===== config.mk =====
export PLATFORM = sky130hd
export DESIGN_NAME = scl_period_gen
export DESIGN_NICKNAME = d
export VERILOG_FILES = /design/src/rtl/scl_pkg.sv /design/src/rtl/scl_in_sync.sv /design/src/rtl/scl_prescaler.sv /design/src/rtl/scl_phase_seq.sv /design/src/rtl/scl_period_gen.sv
export SDC_FILE = /design/constraint.sdc
export NUM_CORES = 1
export LEC_CHECK = 0
export ABC_AREA = 1
export BUFFER_PORTS_ARGS = -buffer_cell sky130_fd_sc_hd__buf_2
export CAP_MARGIN = 20
export CORE_MARGIN = 2
export CORE_UTILIZATION = 40
export CTS_BUF_LIST = sky130_fd_sc_hd__clkbuf_8
export DETAILED_ROUTE_END_ITERATION = 10
export PLACE_DENSITY_LB_ADDON = 0.2
export SYNTH_ARGS = -nofsm -noshare
export SYNTH_HDL_FRONTEND = slang
export SYNTH_SLANG_ARGS = --single-unit

===== constraint.sdc =====
create_clock -name clk -period 9.6 [get_ports clk]
set_input_delay 0.96 -clock clk [delete_from_list [all_inputs] [get_ports clk]]
set_output_delay 0.96 -clock clk [all_outputs]
set_load 0.005 [all_outputs]

===== src/rtl/scl_pkg.sv =====
package scl_pkg;
  typedef enum logic {PH_LOW = 1'b0, PH_HIGH = 1'b1} scl_phase_e;
endpackage


===== src/rtl/scl_in_sync.sv =====
module scl_in_sync #(
  parameter int STAGES = 2
) (
  input  logic clk,
  input  logic rst,
  input  logic d,
  output logic q
);
  logic [STAGES-1:0] sh_q;

  generate
    if (STAGES == 1) begin : g_one
      always_ff @(posedge clk) begin
        if (rst) sh_q <= '1;
        else     sh_q <= d;
      end
    end else begin : g_chain
      always_ff @(posedge clk) begin
        if (rst) sh_q <= '1;
        else     sh_q <= {sh_q[STAGES-2:0], d};
      end
    end
  endgenerate

  assign q = sh_q[STAGES-1];
endmodule


===== src/rtl/scl_prescaler.sv =====
module scl_prescaler #(
  parameter int DIV_W = 8
) (
  input  logic             clk,
  input  logic             rst,
  input  logic             en,
  input  logic             stall,
  input  logic [DIV_W-1:0] div,
  output logic             tick
);
  logic [DIV_W-1:0] pre_q;
  logic [DIV_W-1:0] div_eff;

  always_comb begin
    div_eff = (div == '0) ? DIV_W'(1) : div;
    tick    = en && !stall && (pre_q == div_eff - DIV_W'(1));
  end

  always_ff @(posedge clk) begin
    if (rst) begin
      pre_q <= '0;
    end else if (en) begin
      if (stall || tick) pre_q <= '0;
      else               pre_q <= pre_q + DIV_W'(1);
    end
  end
endmodule


===== src/rtl/scl_phase_seq.sv =====
module scl_phase_seq
  import scl_pkg::*;
#(
  parameter int CNT_W = 10,
  parameter int DIV_W = 8
) (
  input  logic               clk,
  input  logic               rst,
  input  logic               en,
  input  logic               tick,
  input  logic               scl_seen,
  input  logic [DIV_W-1:0]   div_i,
  input  logic [3*CNT_W-1:0] timing_i,
  output logic               stall,
  output logic [DIV_W-1:0]   div_q,
  output logic               scl_low_q,
  output logic               low_mid_q,
  output logic               high_mid_q
);
  localparam int HI_LSB = 2 * CNT_W;
  localparam int LO_LSB = CNT_W;

  scl_phase_e       phase_q;
  logic [CNT_W-1:0] hi_q, lo_q, cyc_q, cnt_q;
  logic [CNT_W-1:0] hi_len, lo_raw, lo_len, cur_len, mid;
  logic [CNT_W:0]   hl_sum;
  logic             last;

  always_comb begin
    hl_sum  = {1'b0, hi_q} + {1'b0, lo_q};
    hi_len  = (hi_q == '0) ? CNT_W'(1) : hi_q;
    lo_raw  = ({1'b0, cyc_q} > hl_sum) ? (cyc_q - hi_q) : lo_q;
    lo_len  = (lo_raw == '0) ? CNT_W'(1) : lo_raw;
    cur_len = (phase_q == PH_HIGH) ? hi_len : lo_len;
    mid     = (cur_len - CNT_W'(1)) >> 1;
    last    = (cnt_q == cur_len - CNT_W'(1));
    stall   = (phase_q == PH_HIGH) && !scl_seen;
  end

  always_ff @(posedge clk) begin
    if (rst) begin
      phase_q    <= PH_LOW;
      cnt_q      <= '0;
      scl_low_q  <= 1'b0;
      low_mid_q  <= 1'b0;
      high_mid_q <= 1'b0;
      div_q      <= div_i;
      hi_q       <= timing_i[HI_LSB +: CNT_W];
      lo_q       <= timing_i[LO_LSB +: CNT_W];
      cyc_q      <= timing_i[0 +: CNT_W];
    end else begin
      scl_low_q  <= en && (phase_q == PH_LOW);
      low_mid_q  <= tick && (phase_q == PH_LOW)  && (cnt_q == mid);
      high_mid_q <= tick && (phase_q == PH_HIGH) && (cnt_q == mid);
      if (tick) begin
        if (last) begin
          cnt_q <= '0;
          if (phase_q == PH_HIGH) begin
            phase_q <= PH_LOW;
            div_q   <= div_i;
            hi_q    <= timing_i[HI_LSB +: CNT_W];
            lo_q    <= timing_i[LO_LSB +: CNT_W];
            cyc_q   <= timing_i[0 +: CNT_W];
          end else begin
            phase_q <= PH_HIGH;
          end
        end else begin
          cnt_q <= cnt_q + CNT_W'(1);
        end
      end
    end
  end
endmodule


===== src/rtl/scl_period_gen.sv =====
module scl_period_gen #(
  parameter int CNT_W       = 10,
  parameter int DIV_W       = 8,
  parameter int SYNC_STAGES = 2
) (
  input  logic               clk,
  input  logic               rst,
  input  logic               clk_en,
  input  logic [DIV_W-1:0]   div_i,
  input  logic [3*CNT_W-1:0] timing_i,
  input  logic               scl_i,
  output logic               scl_low_o,
  output logic               low_mid_o,
  output logic               high_mid_o
);
  localparam int CFG_W = 3 * CNT_W;

  logic             scl_seen;
  logic             stall;
  logic             tick;
  logic [DIV_W-1:0] div_live;
  logic [CFG_W-1:0] timing_w;

  assign timing_w = timing_i;

  scl_in_sync #(.STAGES(SYNC_STAGES)) u_sync (
    .clk (clk),
    .rst (rst),
    .d   (scl_i),
    .q   (scl_seen)
  );

  scl_prescaler #(.DIV_W(DIV_W)) u_pre (
    .clk   (clk),
    .rst   (rst),
    .en    (clk_en),
    .stall (stall),
    .div   (div_live),
    .tick  (tick)
  );

  scl_phase_seq #(.CNT_W(CNT_W), .DIV_W(DIV_W)) u_seq (
    .clk        (clk),
    .rst        (rst),
    .en         (clk_en),
    .tick       (tick),
    .scl_seen   (scl_seen),
    .div_i      (div_i),
    .timing_i   (timing_w),
    .stall      (stall),
    .div_q      (div_live),
    .scl_low_q  (scl_low_o),
    .low_mid_q  (low_mid_o),
    .high_mid_q (high_mid_o)
  );
endmodule


; Word level (Yosys, flattened, before mapping)
; Cells that the tools add are included.
[word_totals]
word_cells = 65
romBits = 0
in_bits = 42
memories = 0
latch_bits = 0
reg_bits = 62
ram_bits = 0
[op_classes]
n_mul = 0
n_reduce_logical = 19
n_div = 0
shifts = 0
eq_ne = 3
muxes = 24
order_cmp = 1
addsub = 6
bitwise = 1
[ops]
columns = operator, n
row1 = two-way mux 10 bit, 17
row2 = two-way mux 8 bit, 6
row3 = logical NOT 10 bit, 2
row4 = adder 10 x 10 -> 11 bit, 1
row5 = greater-than comparator 10 x 11 -> 1 bit, 1
row6 = "adder 10 x 1 -> 10 bit, second input constant", 1
row7 = equality test 10 bit, 1
row8 = equality test 10 x 9 -> 1 bit, 1
row9 = "subtractor 10 x 1 -> 10 bit, second input constant", 1
row10 = subtractor 10 bit, 1
row11 = "adder 8 x 1 -> 8 bit, second input constant", 1
row12 = equality test 8 bit, 1
row13 = logical AND 1 bit, 8
row14 = logical NOT 8 bit, 1
row15 = "subtractor 8 x 1 -> 8 bit, second input constant", 1
row16 = nonzero test 2 bit, 3
row17 = AND reduction 3 bit, 1
row18 = logical NOT 1 bit, 2
row19 = AND reduction 2 bit, 1
row20 = logical OR 1 bit, 1
row21 = two-way mux 1 bit, 1
row22 = inverter 1 bit, 1

; Depth between registers and ports, before layout
[depth]
word_depth = 11
depth_mapped = 41

; Modules after synthesis
; A second synthesis with hierarchy kept.
[unflattened]
hier_cells = 627
area_unflattened_um2 = 4725.8
[by_module_without_submodules]
columns = module, seq_area_each_um2, area_each_um2, cells_per_inst, instances
row1 = scl_phase_seq, 1421.4, 3860.0, 496, 1
row2 = scl_prescaler, 160.2, 807.0, 124, 1
row3 = scl_in_sync, 40.0, 58.8, 7, 1

; Least setup slack after synthesis
; No wires, ideal clock.
[synth_path]
kind = reg2reg
start = register u_seq.hi_q[1]
end = register u_seq.cyc_q[0], enable pin
arrival_time_ps = 5244
required_time_ps = 9203
setup_slack_ps = 3959
n_path_buf = 1
path_stages_with_launch = 38
cell_sequence = edfxtp_1 -> ha_1 -> nand3_1 -> nand3_1 -> a21oi_1 -> o21bai_1 -> a21oi_1 -> o21ai_0 -> nand2_1 -> nand2_1 -> a21oi_1 -> xor2_1 -> ha_1 -> nand4_1 -> nand4_1 -> nor2_8 -> nand2_4 -> buf_6 -> [... 2 more ...] -> nor2_1 -> nand3_2 -> nand2_2 -> nand2_4 -> ha_1 -> inv_1 -> nand3_1 -> nand2_2 -> inv_1 -> nand2_1 -> nand2_1 -> inv_1 -> nand4_1 -> nor2_1 -> nand3_1 -> nor2_2 -> nand3_1 -> nand2_1
[synth_via]
elab_chain_len = 10
word_cells_on_any_way = 13
classes_between = add/sub: 3 / order compare: 1 / eq/ne: 1 / mux: 4 / reduce/logical: 4
[synth_lines]
columns = item, line
row1 = from (decl), scl_phase_seq.sv:24  ; logic [CNT_W-1:0] hi_q, lo_q, cyc_q, cnt_q;
row2 = from (signal assigned), scl_phase_seq.sv:48  ; hi_q <= timing_i[HI_LSB +: CNT_W];
row3 = from (signal assigned), scl_phase_seq.sv:61  ; hi_q <= timing_i[HI_LSB +: CNT_W];
row4 = adder 10 x 10 -> 11 bit, scl_phase_seq.sv:30  ; hl_sum = {1'b0, hi_q} + {1'b0, lo_q};
row5 = greater-than comparator 10 x 11 -> 1 bit, scl_phase_seq.sv:32  ; lo_raw = ({1'b0, cyc_q} > hl_sum) ? (cyc_q - hi_q) : lo_q;
row6 = two-way mux 10 bit, scl_phase_seq.sv:32
row7 = logical NOT 10 bit, scl_phase_seq.sv:33  ; lo_len = (lo_raw == '0) ? CNT_W'(1) : lo_raw;
row8 = two-way mux 10 bit, scl_phase_seq.sv:33
row9 = two-way mux 10 bit (*), scl_phase_seq.sv:34  ; cur_len = (phase_q == PH_HIGH) ? hi_len : lo_len;
row10 = subtractor 10 x 1 -> 10 bit (*), scl_phase_seq.sv:36  ; last = (cnt_q == cur_len - CNT_W'(1));
row11 = equality test 10 bit (*), scl_phase_seq.sv:36
row12 = nonzero test 2 bit (no line) (*), n/a
row13 = AND reduction 3 bit (no line) (*), n/a
row14 = to (signal assigned), scl_phase_seq.sv:50  ; cyc_q <= timing_i[0 +: CNT_W];
row15 = to (signal assigned), scl_phase_seq.sv:63  ; cyc_q <= timing_i[0 +: CNT_W];
row16 = to (decl), scl_phase_seq.sv:24
; Mark *: on every way between the ends. The rest lies on a longest branch, timed or not.
; A chain may end at the register's enable or synchronous reset.

; Worst setup path after layout
[layout_path]
start = register u_seq.hi_q[2]
end = register u_seq.cyc_q[4], enable pin
; The elaborated chain is that of the path after synthesis.

==> summary.md <==
| Metric | Value |
|---|---|
| Crit-path most repeated cell | nand2_1 |
| Cell area after synthesis | ~0.0046 sq mm |
| Postcts setup bufs | 0 |
| Power share of the clock group | 27.7% |
| Crit Path Max Fanout | 39 |
| Layout cell share with drive strength beyond 1 | roughly 15% |
| Internal power | 0.557 mW |
| Final Cycle Share | 59.3% |
| Flops & latches, synth | between 60 and 70 |
| Initial antenna violation count | 0 |
| Worst Setup SP | u_seq.hi_q[2] |
| H-Tree Depth | 3 |
| Net count after synthesis | 675 |
| Comb pwr share | 36.7% |
| DP Wirelength | 8.10 mm |
| Placed cells | approximately 780 |
| Worst-margin pin slew | 650 ps |
| Number of DRC markers in iteration 0 | 212 |
| Synth cell types | 42 |
| Worst path slowest cell | buf_4 |
| Number of global-route vias before repair | 3,746 |
| P_leak | 2.39 nW |
| Antenna Cells | 0 |
| Gpl congestion | 0.887 |
| Routed wire length | around 10 mm |
| Global Route Usage Sum | 17.5% |
| Final ANT Viol Nets | 0 |
| Final setup fails | 0 |
| Outcome | finished clean |
| Count of pins over their slew limit | 0 |
| Net Sw Frac | 36.3% |
| I/O Buffers | 44 |
| Crit end category | register |
| Worst Hold Launch | u_sync.sh_q[0] |
| Root Buffer | clkbuf_8 |
| Pin count of the biggest net entering global routing | 40 |
| Die width | 111 um |
| Setup TNS | 0 ps |
| CP max stage delay | 450 ps |
| Crit path launch type | register |
| First-pass GRT wire length | 17.5 mm |
| IO Count | between 40 and 50 |
| Area contributors post-synth | edfxtp_1 25%, nand2_1 12%, dfxtp_1 11% |
| Crit path time final | 5690 ps |
| Drt pass-1 iters | 5 |
| CTS tree | built |
| Cell area power density | 170 mW/mm^2 |
| WL/cell | between 10 and 15 um |
| Hold Violations, Final | 0 |
| Peak VDD IR | 0.0957 mV |
| Worst-case reg-to-reg path depth | 37 |
| NumNets Final | 727 |
| Vias | 3,936 |
| Flop pwr share | 35.7% |
| CTS clk-pin slew, worst paths | 70 ps |
| Clock sinks | 62 |
| Residual DRC | 0 |
| Net Sw Power | 0.317 mW |
| Cts hold-fix bufs | 0 |
| Vias per inst | 4.95 |
| RR Startpoint | u_seq.hi_q[2] |
| CTS Buf Count | 9 |
| Post-synth top area share | 25.1% |
| Initial Utilization | roughly two fifths |
| Synth area leader | edfxtp_1 |
| Hold Path Class | register to register |
| Clk_skew | 10.2 ps |
| Area growth from synthesis to layout | 12.8% |
| Die area | 0.0122 sq mm |
| Max Cap Viol | 0 |
| Hold_ws | 428 ps |
| CP required | roughly 9600 ps |
| Slew margin rel. | 56.6% |
| Top achievable clock speed | 0.176 GHz |
| Cells after Synth | 598 |
| Fillers | 1,067 |
| Total grt overflow | 0 |
| Ys flop type | edfxtp_1 |
| Register area share after synthesis | 35.6% |
| Core Footprint | 0.0110 sq mm |
| Die Y | 111 um |
| Critical setup path kind | register to register |
| Non-filler cells, final | 795 |
| CTS Buffer Depth | 2 |
| Arr. time, crit path | between 5000 and 6000 ps |
| Hold path depth | 1 |
| YS warnings | 0 |
| Avg Inst Size Synth | 7.61 sq um |
| RSZ-0062 raised after global routing | false |
| EDFF count, synth | 38 |
| Post-cts resize count | 0 |
| Clk_lat worst skew | 350 ps |
| Cell row count | 38 |
| Asr flop ratio synth | 0% |
## stage by stage
stage,setup slack (ps),area [sq um],power (mW),utilization [%]
3_5_place_dp,3900,4930,0.637,44.9
5_1_grt,3410,5130,0.944,46.8
4_1_cts,3890,5130,0.883,46.8
2_1_floorplan,3960,4550,0.570,-
3_3_place_gp,4000,4930,0.632,44.9
6_report,3910,5130,0.874,46.8
## worst max-delay path, delay by kind of cell (launching register included)
family                     cells  cell delay (ps)
AOI/OAI and AO/OA              5              760
buffers and inverters          4              640
xor gates and xnor gates       1              140
adders and majority gates      3              900
DFF                            1              430
and+or+nand+nor               24             2460
## layer usage
| layer | track usage [%] | part of all wire [%] | vias to the layer above |
|---|---|---|---|
| met2 | 27.4 | 45 | 95 |
| met5 | 0 | 0 | - |
| li1 | - | - | 2071 |
| met4 | 5.75 | 1.8 | 0 |
| met3 | 4.10 | 5.2 | 14 |
| met1 | 23.8 | 48 | 1756 |
## power by group through the flow
stage / logic [mW] / registers (mW) / clock network [mW]
2_1_floorplan: 0.257 / 0.313 / 0
3_3_place_gp: 0.315 / 0.317 / 0
3_5_place_dp: 0.319 / 0.318 / 0
4_1_cts: 0.320 / 0.312 / 0.251
5_1_grt: 0.367 / 0.313 / 0.263
6_report: 0.320 / 0.312 / 0.242
## cell families (layout without fill, tap and decap cells)
logic type	Yosys count	in the layout	synth area share (%)
AO/OA/AOI/OAI	57	57	7.50
XOR/XNOR	34	34	6.54
adder cells (fa/ha/maj)	35	35	9.95
buffers and inverters	98	155	8.27
flip-flops	62	62	35.6
AND/OR/NAND/NOR	312	312	32.1
## placed cells by master, fill, tap and decap left out, drive strengths merged, types with 4 or more instances in the layout
cell and count:
nor4 4, xnor2 5, ha 33, o21ai 22
a21oi 20, a31oi 4, nor2 59, nand4 13
inv 93, clkinv 6, nor3 16, clkbuf 9
edfxtp 38, nand3 52, nand2 158, buf 45
xor2 29, or2 5, o21bai 4, dfxtp 24
## synth_stat cells, types with 2 or more instances
master    number
a211oi_1       2
a21o_1         2
a21oi_1       20
a31oi_1        4
clkbuf_1       2
clkinv_1       2
dfxtp_1       24
edfxtp_1      38
fa_1           2
ha_1          33
inv_1         89
inv_2          3
nand2_1      146
nand2_2        9
nand2_4        3
nand3_1       49
nand3_2        2
nand3b_1       2
nand4_1       13
nor2_1        48
nor2_2         6
nor2_4         4
nor3_1        16
nor4_1         4
o21ai_0       12
o21ai_1        6
o21ai_2        4
o21bai_1       2
o21bai_2       2
or2_2          5
xnor2_1        5
xor2_1        29
## final cells by class
cell class / instances / area (sq um) / area share, %
Clock inverter: 7 / 80.1 / 1.56
Clock buffer: 9 / 124 / 2.41
Sequential cell: 62 / 1620 / 31.6
Tap cell: 140 / 175 / 3.41
Timing Repair Buffer: 45 / 228 / 4.43
Inverter: 94 / 353 / 6.87
Multi-Input combinational cell: 438 / 2550 / 49.7
## state kept, by name, summed over array words and instances (netlist names)
| signal | count |
|---|---|
| u_pre.pre_q | 8 |
| u_seq.cnt_q | 10 |
| u_seq.cyc_q | 10 |
| u_seq.div_q | 8 |
| u_seq.hi_q | 10 |
| u_seq.high_mid_q | 1 |
| u_seq.lo_q | 10 |
| u_seq.low_mid_q | 1 |
| u_seq.phase_q | 1 |
| u_seq.scl_low_q | 1 |
| u_sync.sh_q | 2 |
## path summary, 6_finish.rpt
| path | slack [ps] | to |
|---|---|---|
| setup / recovery | 3910 | u_seq.cyc_q[4] |
| hold / removal | 430 | u_sync.sh_q[1] |
| setup reg to reg | 3910 | u_seq.cyc_q[4] |
| hold reg to reg | 430 | u_sync.sh_q[1] |
(Power assumes the default switching activity.)
